==> src/rtl/cap_timebase_pkg.sv <==
package cap_timebase_pkg;
  // control word field positions
  localparam int unsigned CTL_RUN      = 0;
  localparam int unsigned CTL_SYNC_EN  = 1;
  localparam int unsigned CTL_SEL_LSB  = 2;
  localparam int unsigned CTL_SW_SYNC  = 5;

  typedef enum logic {
    REG_CTL   = 1'b0,
    REG_PHASE = 1'b1
  } reg_addr_e;
endpackage

==> src/rtl/cap_ext_sync.sv <==
module cap_ext_sync #(
  parameter int unsigned STAGES = 2
) (
  input  logic clk,
  input  logic rst_n,
  input  logic async_i,
  output logic rise_o
);
  // sh[STAGES-1] is the synchronized level, sh[STAGES] its previous value
  logic [STAGES:0] sh;

  always_ff @(posedge clk or negedge rst_n) begin
    if (!rst_n) sh <= '0;
    else        sh <= {sh[STAGES-1:0], async_i};
  end

  assign rise_o = sh[STAGES-1] & ~sh[STAGES];

  assert_edge_single_R6: assert property (@(posedge clk) disable iff (!rst_n)
    rise_o |=> !rise_o);
endmodule

==> src/rtl/cap_sync_select.sv <==
module cap_sync_select #(
  parameter int unsigned N_SRC = 6,
  parameter int unsigned SEL_W = 3
) (
  input  logic             clk,
  input  logic             rst_n,
  input  logic [N_SRC-1:0] src_i,
  input  logic [SEL_W-1:0] sel_i,
  output logic             evt_o
);
  function automatic logic pick(input logic [N_SRC-1:0] v, input logic [SEL_W-1:0] s);
    logic r;
    r = 1'b0;
    for (int i = 0; i < N_SRC; i++)
      if (s == SEL_W'(i + 1)) r = v[i];
    return r;
  endfunction

  assign evt_o = pick(src_i, sel_i);

  assert_no_src_R7: assert property (@(posedge clk) disable iff (!rst_n)
    ((sel_i == '0) || (int'(sel_i) > N_SRC)) |-> !evt_o);
endmodule

==> src/rtl/cap_counter.sv <==
module cap_counter #(
  parameter int unsigned W = 32
) (
  input  logic         clk,
  input  logic         rst_n,
  input  logic         run_i,
  input  logic         load_i,
  input  logic [W-1:0] phase_i,
  output logic [W-1:0] cnt_o
);
  function automatic logic [W-1:0] step(input logic [W-1:0] cur,
                                        input logic [W-1:0] ph,
                                        input logic ld, input logic en);
    if (ld)      return ph;
    else if (en) return cur + 1'b1;
    else         return cur;
  endfunction

  always_ff @(posedge clk or negedge rst_n) begin
    if (!rst_n) cnt_o <= '0;
    else        cnt_o <= step(cnt_o, phase_i, load_i, run_i);
  end

  assert_inc_R2: assert property (@(posedge clk) disable iff (!rst_n)
    (run_i && !load_i) |=> cnt_o == $past(cnt_o) + 1'b1);
  assert_hold_R2: assert property (@(posedge clk) disable iff (!rst_n)
    (!run_i && !load_i) |=> $stable(cnt_o));
  assert_load_wins_R10: assert property (@(posedge clk) disable iff (!rst_n)
    load_i |=> cnt_o == $past(phase_i));
endmodule

==> src/rtl/cap_timebase.sv <==
module cap_timebase
  import cap_timebase_pkg::*;
#(
  parameter int unsigned CNT_W       = 32,
  parameter int unsigned N_TMR       = 3,
  parameter int unsigned N_EXT       = 3,
  parameter int unsigned SYNC_STAGES = 2
) (
  input  logic                    clk,
  input  logic                    rst_n,
  input  logic                    wr_en,
  input  logic                    wr_addr,
  input  logic [CNT_W-1:0]        wr_data,
  input  logic                    rd_addr,
  output logic [CNT_W-1:0]        rd_data,
  input  logic [N_TMR-1:0]        tmr_sync_i,
  input  logic [N_EXT-1:0]        ext_sync_i,
  output logic [CNT_W-1:0]        count_o
);
  localparam int unsigned N_SRC = N_TMR + N_EXT;
  localparam int unsigned SEL_W = $clog2(N_SRC + 1);

  logic             run_q, sync_en_q;
  logic [SEL_W-1:0] sel_q;
  logic [CNT_W-1:0] phase_q;

  // named internal events
  logic             ctl_wr, phase_wr, sw_sync, hw_evt, hw_load, load;
  logic [N_EXT-1:0] ext_rise;

  assign ctl_wr   = wr_en && (reg_addr_e'(wr_addr) == REG_CTL);
  assign phase_wr = wr_en && (reg_addr_e'(wr_addr) == REG_PHASE);
  assign sw_sync  = ctl_wr && wr_data[CTL_SW_SYNC];

  always_ff @(posedge clk or negedge rst_n) begin
    if (!rst_n) begin
      run_q     <= 1'b0;
      sync_en_q <= 1'b0;
      sel_q     <= '0;
      phase_q   <= '0;
    end else begin
      if (ctl_wr) begin
        run_q     <= wr_data[CTL_RUN];
        sync_en_q <= wr_data[CTL_SYNC_EN];
        sel_q     <= wr_data[CTL_SEL_LSB +: SEL_W];
      end
      if (phase_wr) phase_q <= wr_data;
    end
  end

  always_comb begin
    rd_data = '0;
    if (reg_addr_e'(rd_addr) == REG_PHASE) begin
      rd_data = phase_q;
    end else begin
      rd_data[CTL_RUN]                 = run_q;
      rd_data[CTL_SYNC_EN]             = sync_en_q;
      rd_data[CTL_SEL_LSB +: SEL_W]    = sel_q;
    end
  end

  for (genvar g = 0; g < N_EXT; g++) begin : g_ext
    cap_ext_sync #(.STAGES(SYNC_STAGES)) u_sync (
      .clk(clk), .rst_n(rst_n), .async_i(ext_sync_i[g]), .rise_o(ext_rise[g])
    );
  end

  cap_sync_select #(.N_SRC(N_SRC), .SEL_W(SEL_W)) u_sel (
    .clk(clk), .rst_n(rst_n), .src_i({ext_rise, tmr_sync_i}),
    .sel_i(sel_q), .evt_o(hw_evt)
  );

  assign hw_load = sync_en_q & hw_evt;
  assign load    = hw_load | sw_sync;

  cap_counter #(.W(CNT_W)) u_cnt (
    .clk(clk), .rst_n(rst_n), .run_i(run_q), .load_i(load),
    .phase_i(phase_q), .cnt_o(count_o)
  );

  assert_sw_load_R9: assert property (@(posedge clk) disable iff (!rst_n)
    sw_sync |=> count_o == $past(phase_q));
  assert_gate_R8: assert property (@(posedge clk) disable iff (!rst_n)
    (!sync_en_q && !sw_sync && !run_q) |=> $stable(count_o));
endmodule

==> config.mk <==
export PLATFORM = sky130hd
export DESIGN_NAME = cap_timebase
export DESIGN_NICKNAME = d
export VERILOG_FILES = /design/src/rtl/cap_timebase_pkg.sv /design/src/rtl/cap_ext_sync.sv /design/src/rtl/cap_sync_select.sv /design/src/rtl/cap_counter.sv /design/src/rtl/cap_timebase.sv
export SDC_FILE = /design/constraint.sdc
export NUM_CORES = 1
export LEC_CHECK = 0
export ABC_CLOCK_PERIOD_IN_PS = 5700
export BUFFER_PORTS_ARGS = -buffer_cell sky130_fd_sc_hd__buf_2
export CORE_MARGIN = 10
export CORE_UTILIZATION = 39
export CTS_CLUSTER_SIZE = 12
export DETAILED_ROUTE_END_ITERATION = 8
export HOLD_SLACK_MARGIN = 0.1
export PLACE_DENSITY = 0.71
export SYNTH_ARGS = -nofsm -noshare
export SYNTH_HDL_FRONTEND = slang
export SYNTH_SLANG_ARGS = --single-unit
==> constraint.sdc <==
create_clock -name clk -period 5.7 [get_ports clk]
set_input_delay 0.855 -clock clk [delete_from_list [all_inputs] [get_ports clk]]
set_output_delay 0.855 -clock clk [all_outputs]
set_load 0.02 [all_outputs]
==> results.sh <==
export IMPL_finalCritPeriodShare=0.474
export IMPL_criticalPathCategory="in -> out"
export IMPL_fillers=895
export IMPL_cts_tree="built"
export IMPL_synth_cell_type_count=33
export IMPL_final_common_cell="buf_2"
export IMPL_port_buffer_count=106
export IMPL_drtIter0Drc=82
export IMPL_whs_path_depth=0
export IMPL_async_flop_share=1.00
export IMPL_antenna_found_initial=0
export IMPL_grt_max_degree=79
export IMPL_p_leak_nw=2.00
export IMPL_powerDensity_nw_per_um2=447
export IMPL_fin_setup_tns_ns=0
export IMPL_ctsHtreeMaxLevel=3
export IMPL_cp_start_kind="input port"
export IMPL_comb_power_share=0.345
export IMPL_ys_flop_type="dfrtp_1"
export IMPL_ios=107
export IMPL_slew_headroom=0.347
export IMPL_drive_above_1_share=0.387
export IMPL_place_congestion=0.748
export IMPL_cp_required_ns=4.85
export IMPL_hold_viol_final=0
export IMPL_dr_pass1_iters=4
export IMPL_reg2reg_from="u_cnt.cnt_o[0]$_DFFE_PN0P_"
export IMPL_seq_power_share=0.430
export IMPL_rows=35
export IMPL_final_cell_mix="buf_2, dfrtp_1, mux2_2"
export IMPL_yosysWarningCount=0
export IMPL_grtUsageTotal=0.133
export IMPL_setup_viol=0
export IMPL_status="completed"
export IMPL_intPower_mw=1.23
export IMPL_avgSynthCellArea_sq_um=11.1
export IMPL_core_region_area_sq_um=9200
export IMPL_finClkSkew_ns=0.00981
export IMPL_ys_seq_elements=78
export IMPL_die_w_microns=117
export IMPL_cts_root_buf="clkbuf_8"
export IMPL_drtAntennaViolNets=0
export IMPL_hold_slack_ns=0.352
export IMPL_dp_hpwl_mm=6.50
export IMPL_num_antenna_cells=0
export IMPL_dp_worst_setup_slack_ns=2.96
export IMPL_pwr_share_clk=0.225
export IMPL_die_y_microns=117
export IMPL_cts_resized_gates=0
export IMPL_holdPathEnd="g_ext[2].u_sync.sh[1]$_DFF_PN0_"
export IMPL_area_delta_synth_final_pct=23.1
export IMPL_seq_area_frac_synth=0.530
export IMPL_via_count=2790
export IMPL_r2r_end="u_cnt.cnt_o[22]$_DFFE_PN0P_"
export IMPL_clock_sinks=78
export IMPL_sw_frac_of_total=0.395
export IMPL_post_cts_buffers=0
export IMPL_grt_pass1_wl_mm=14.4
export IMPL_slew_viol_final=0
export IMPL_vias_per_cell=5.05
export IMPL_initial_core_util=0.400
export IMPL_synthesis_nets=376
export IMPL_cts_buffers=9
export IMPL_drc=0
export IMPL_dieArea_sq_um=13700
export IMPL_min_from="g_ext[2].u_sync.sh[0]$_DFF_PN0_"
export IMPL_fmax_ghz=0.370
export IMPL_peakVddDrop_v=0.000176
export IMPL_path_clk_slew_ns=0.08
export IMPL_synth_edf_count=0
export IMPL_gr_total_overflow=0
export IMPL_wire_per_inst_microns=16.2
export IMPL_finalCriticalPeriod_ns=2.70
export IMPL_p_switching_mw=0.799
export IMPL_cap_violations=0
export IMPL_cts_buffer_depth=2
export IMPL_worst_slew_pin_slew_ns=0.980
export IMPL_endpoint_kind="output port"
export IMPL_fin_ws_ns=3.00
export IMPL_clkLatencyLatePin_ns=0.34
export IMPL_syn_area_sq_um=3680
export IMPL_worstPathArrival_ns=1.85
export IMPL_min_path_type="reg -> reg"
export IMPL_wl_mm=8.97
export IMPL_rsz0062_at_grt="false"
export IMPL_crit_path_max_fanout=33
export IMPL_r2r_cells=6
export IMPL_fin_nets=481
export IMPL_rrSetupSlack_ns=3.49
export IMPL_syn_inst=332
export IMPL_postCtsHoldBufs=0
export IMPL_grt_pass1_vias=2922
[power groups by stage]
stage               Sequential [mW]  Combinational [mW]  Clock, mW
finish                        0.871               0.699      0.456
global route                  0.898               0.770      0.498
CTS                           0.873               0.714      0.474
detailed placement            0.882               0.709          0
global placement              0.872               0.695          0
floorplan                     0.972               0.356          0
[metrics by stage]
step	utilization	total power, mW	instances	area (sq um)
after global placement	0.468	1.57	537	4310
after global routing	0.492	2.17	553	4530
after detailed placement	0.468	1.59	537	4310
after floorplan	-	1.33	332	3680
final	0.492	2.03	553	4530
after CTS	0.492	2.06	553	4530
[critical path, stage by stage]
cell,delay [ns]
buf_2,0.43
mux2_2,0.40
buf_2,0.16
[state kept, by name, summed over array words and instances, names as in the netlist]
signal           cells
phase_q             32
u_cnt.cnt_o         32
sel_q                3
g_ext.u_sync.sh      9
run_q                1
sync_en_q            1
[how the worst max path moves through the flow]
| stage | start | to | slack, ns |
|---|---|---|---|
| 2_1_floorplan | rd_addr | rd_data[1] | 3.35 |
| 3_3_place_gp | rd_addr | rd_data[3] | 3.00 |
| 3_5_place_dp | rd_addr | rd_data[3] | 2.96 |
| 4_1_cts | rd_addr | rd_data[3] | 2.96 |
| 5_1_grt | rd_addr | rd_data[3] | 2.91 |
| 6_report | rd_addr | rd_data[3] | 3.00 |
[cell usage after synthesis (2+ instances only)]
| library cell | instances | share of area |
|---|---|---|
| buf_6 | 2 | 0.0061 |
| dfrtp_1 | 78 | 0.53 |
| nand2_1 | 14 | 0.014 |
| or4_4 | 2 | 0.0061 |
| nor4_1 | 6 | 0.010 |
| nand3b_1 | 2 | 0.0041 |
| and4_1 | 2 | 0.0048 |
| clkbuf_1 | 8 | 0.0082 |
| nand2b_1 | 2 | 0.0034 |
| xor2_1 | 11 | 0.026 |
| buf_1 | 3 | 0.0031 |
| o21ai_0 | 2 | 0.0027 |
| xnor2_1 | 20 | 0.048 |
| inv_1 | 5 | 0.0051 |
| mux2_2 | 41 | 0.13 |
| and2_1 | 27 | 0.046 |
| a21oi_1 | 32 | 0.044 |
| nor2b_1 | 2 | 0.0034 |
| nor2_1 | 38 | 0.039 |
| nand3_1 | 5 | 0.0068 |
| nand4_1 | 11 | 0.019 |
| nor3_1 | 8 | 0.011 |
[final cells by class]
| cell class | count | area (sq um) | area share |
|---|---|---|---|
| clock inverters | 7 | 97.6 | 0.0216 |
| well taps | 111 | 139 | 0.0307 |
| repair buffers | 108 | 548 | 0.121 |
| flip-flops and latches | 78 | 1950 | 0.431 |
| clock buffers | 9 | 124 | 0.0274 |
| multi-input cells | 235 | 1650 | 0.364 |
| inverters | 5 | 18.8 | 0.00414 |
[cells by family (layout without fill, tap and decap cells)]
logic type / count (synthesis) / after routing / synth area share
AOI/OAI and AO/OA: 37 / 37 / 0.0554
xor gates and xnor gates: 31 / 31 / 0.0738
adders and majority gates: 1 / 1 / 0.00340
buffers and inverters: 19 / 129 / 0.0245
DFF: 78 / 78 / 0.530
muxes: 42 / 42 / 0.128
and+or+nand+nor: 124 / 124 / 0.184
[per-layer routing]
layer  up-vias  share of wire  global-route usage
met4         0         0.0099              0.0486
met2        66           0.50               0.220
li1       1354              -                   -
met5         -              0                   0
met1      1363           0.43               0.158
met3         7          0.068              0.0413
No activity file was read; power rests on OpenSTA's default activity.
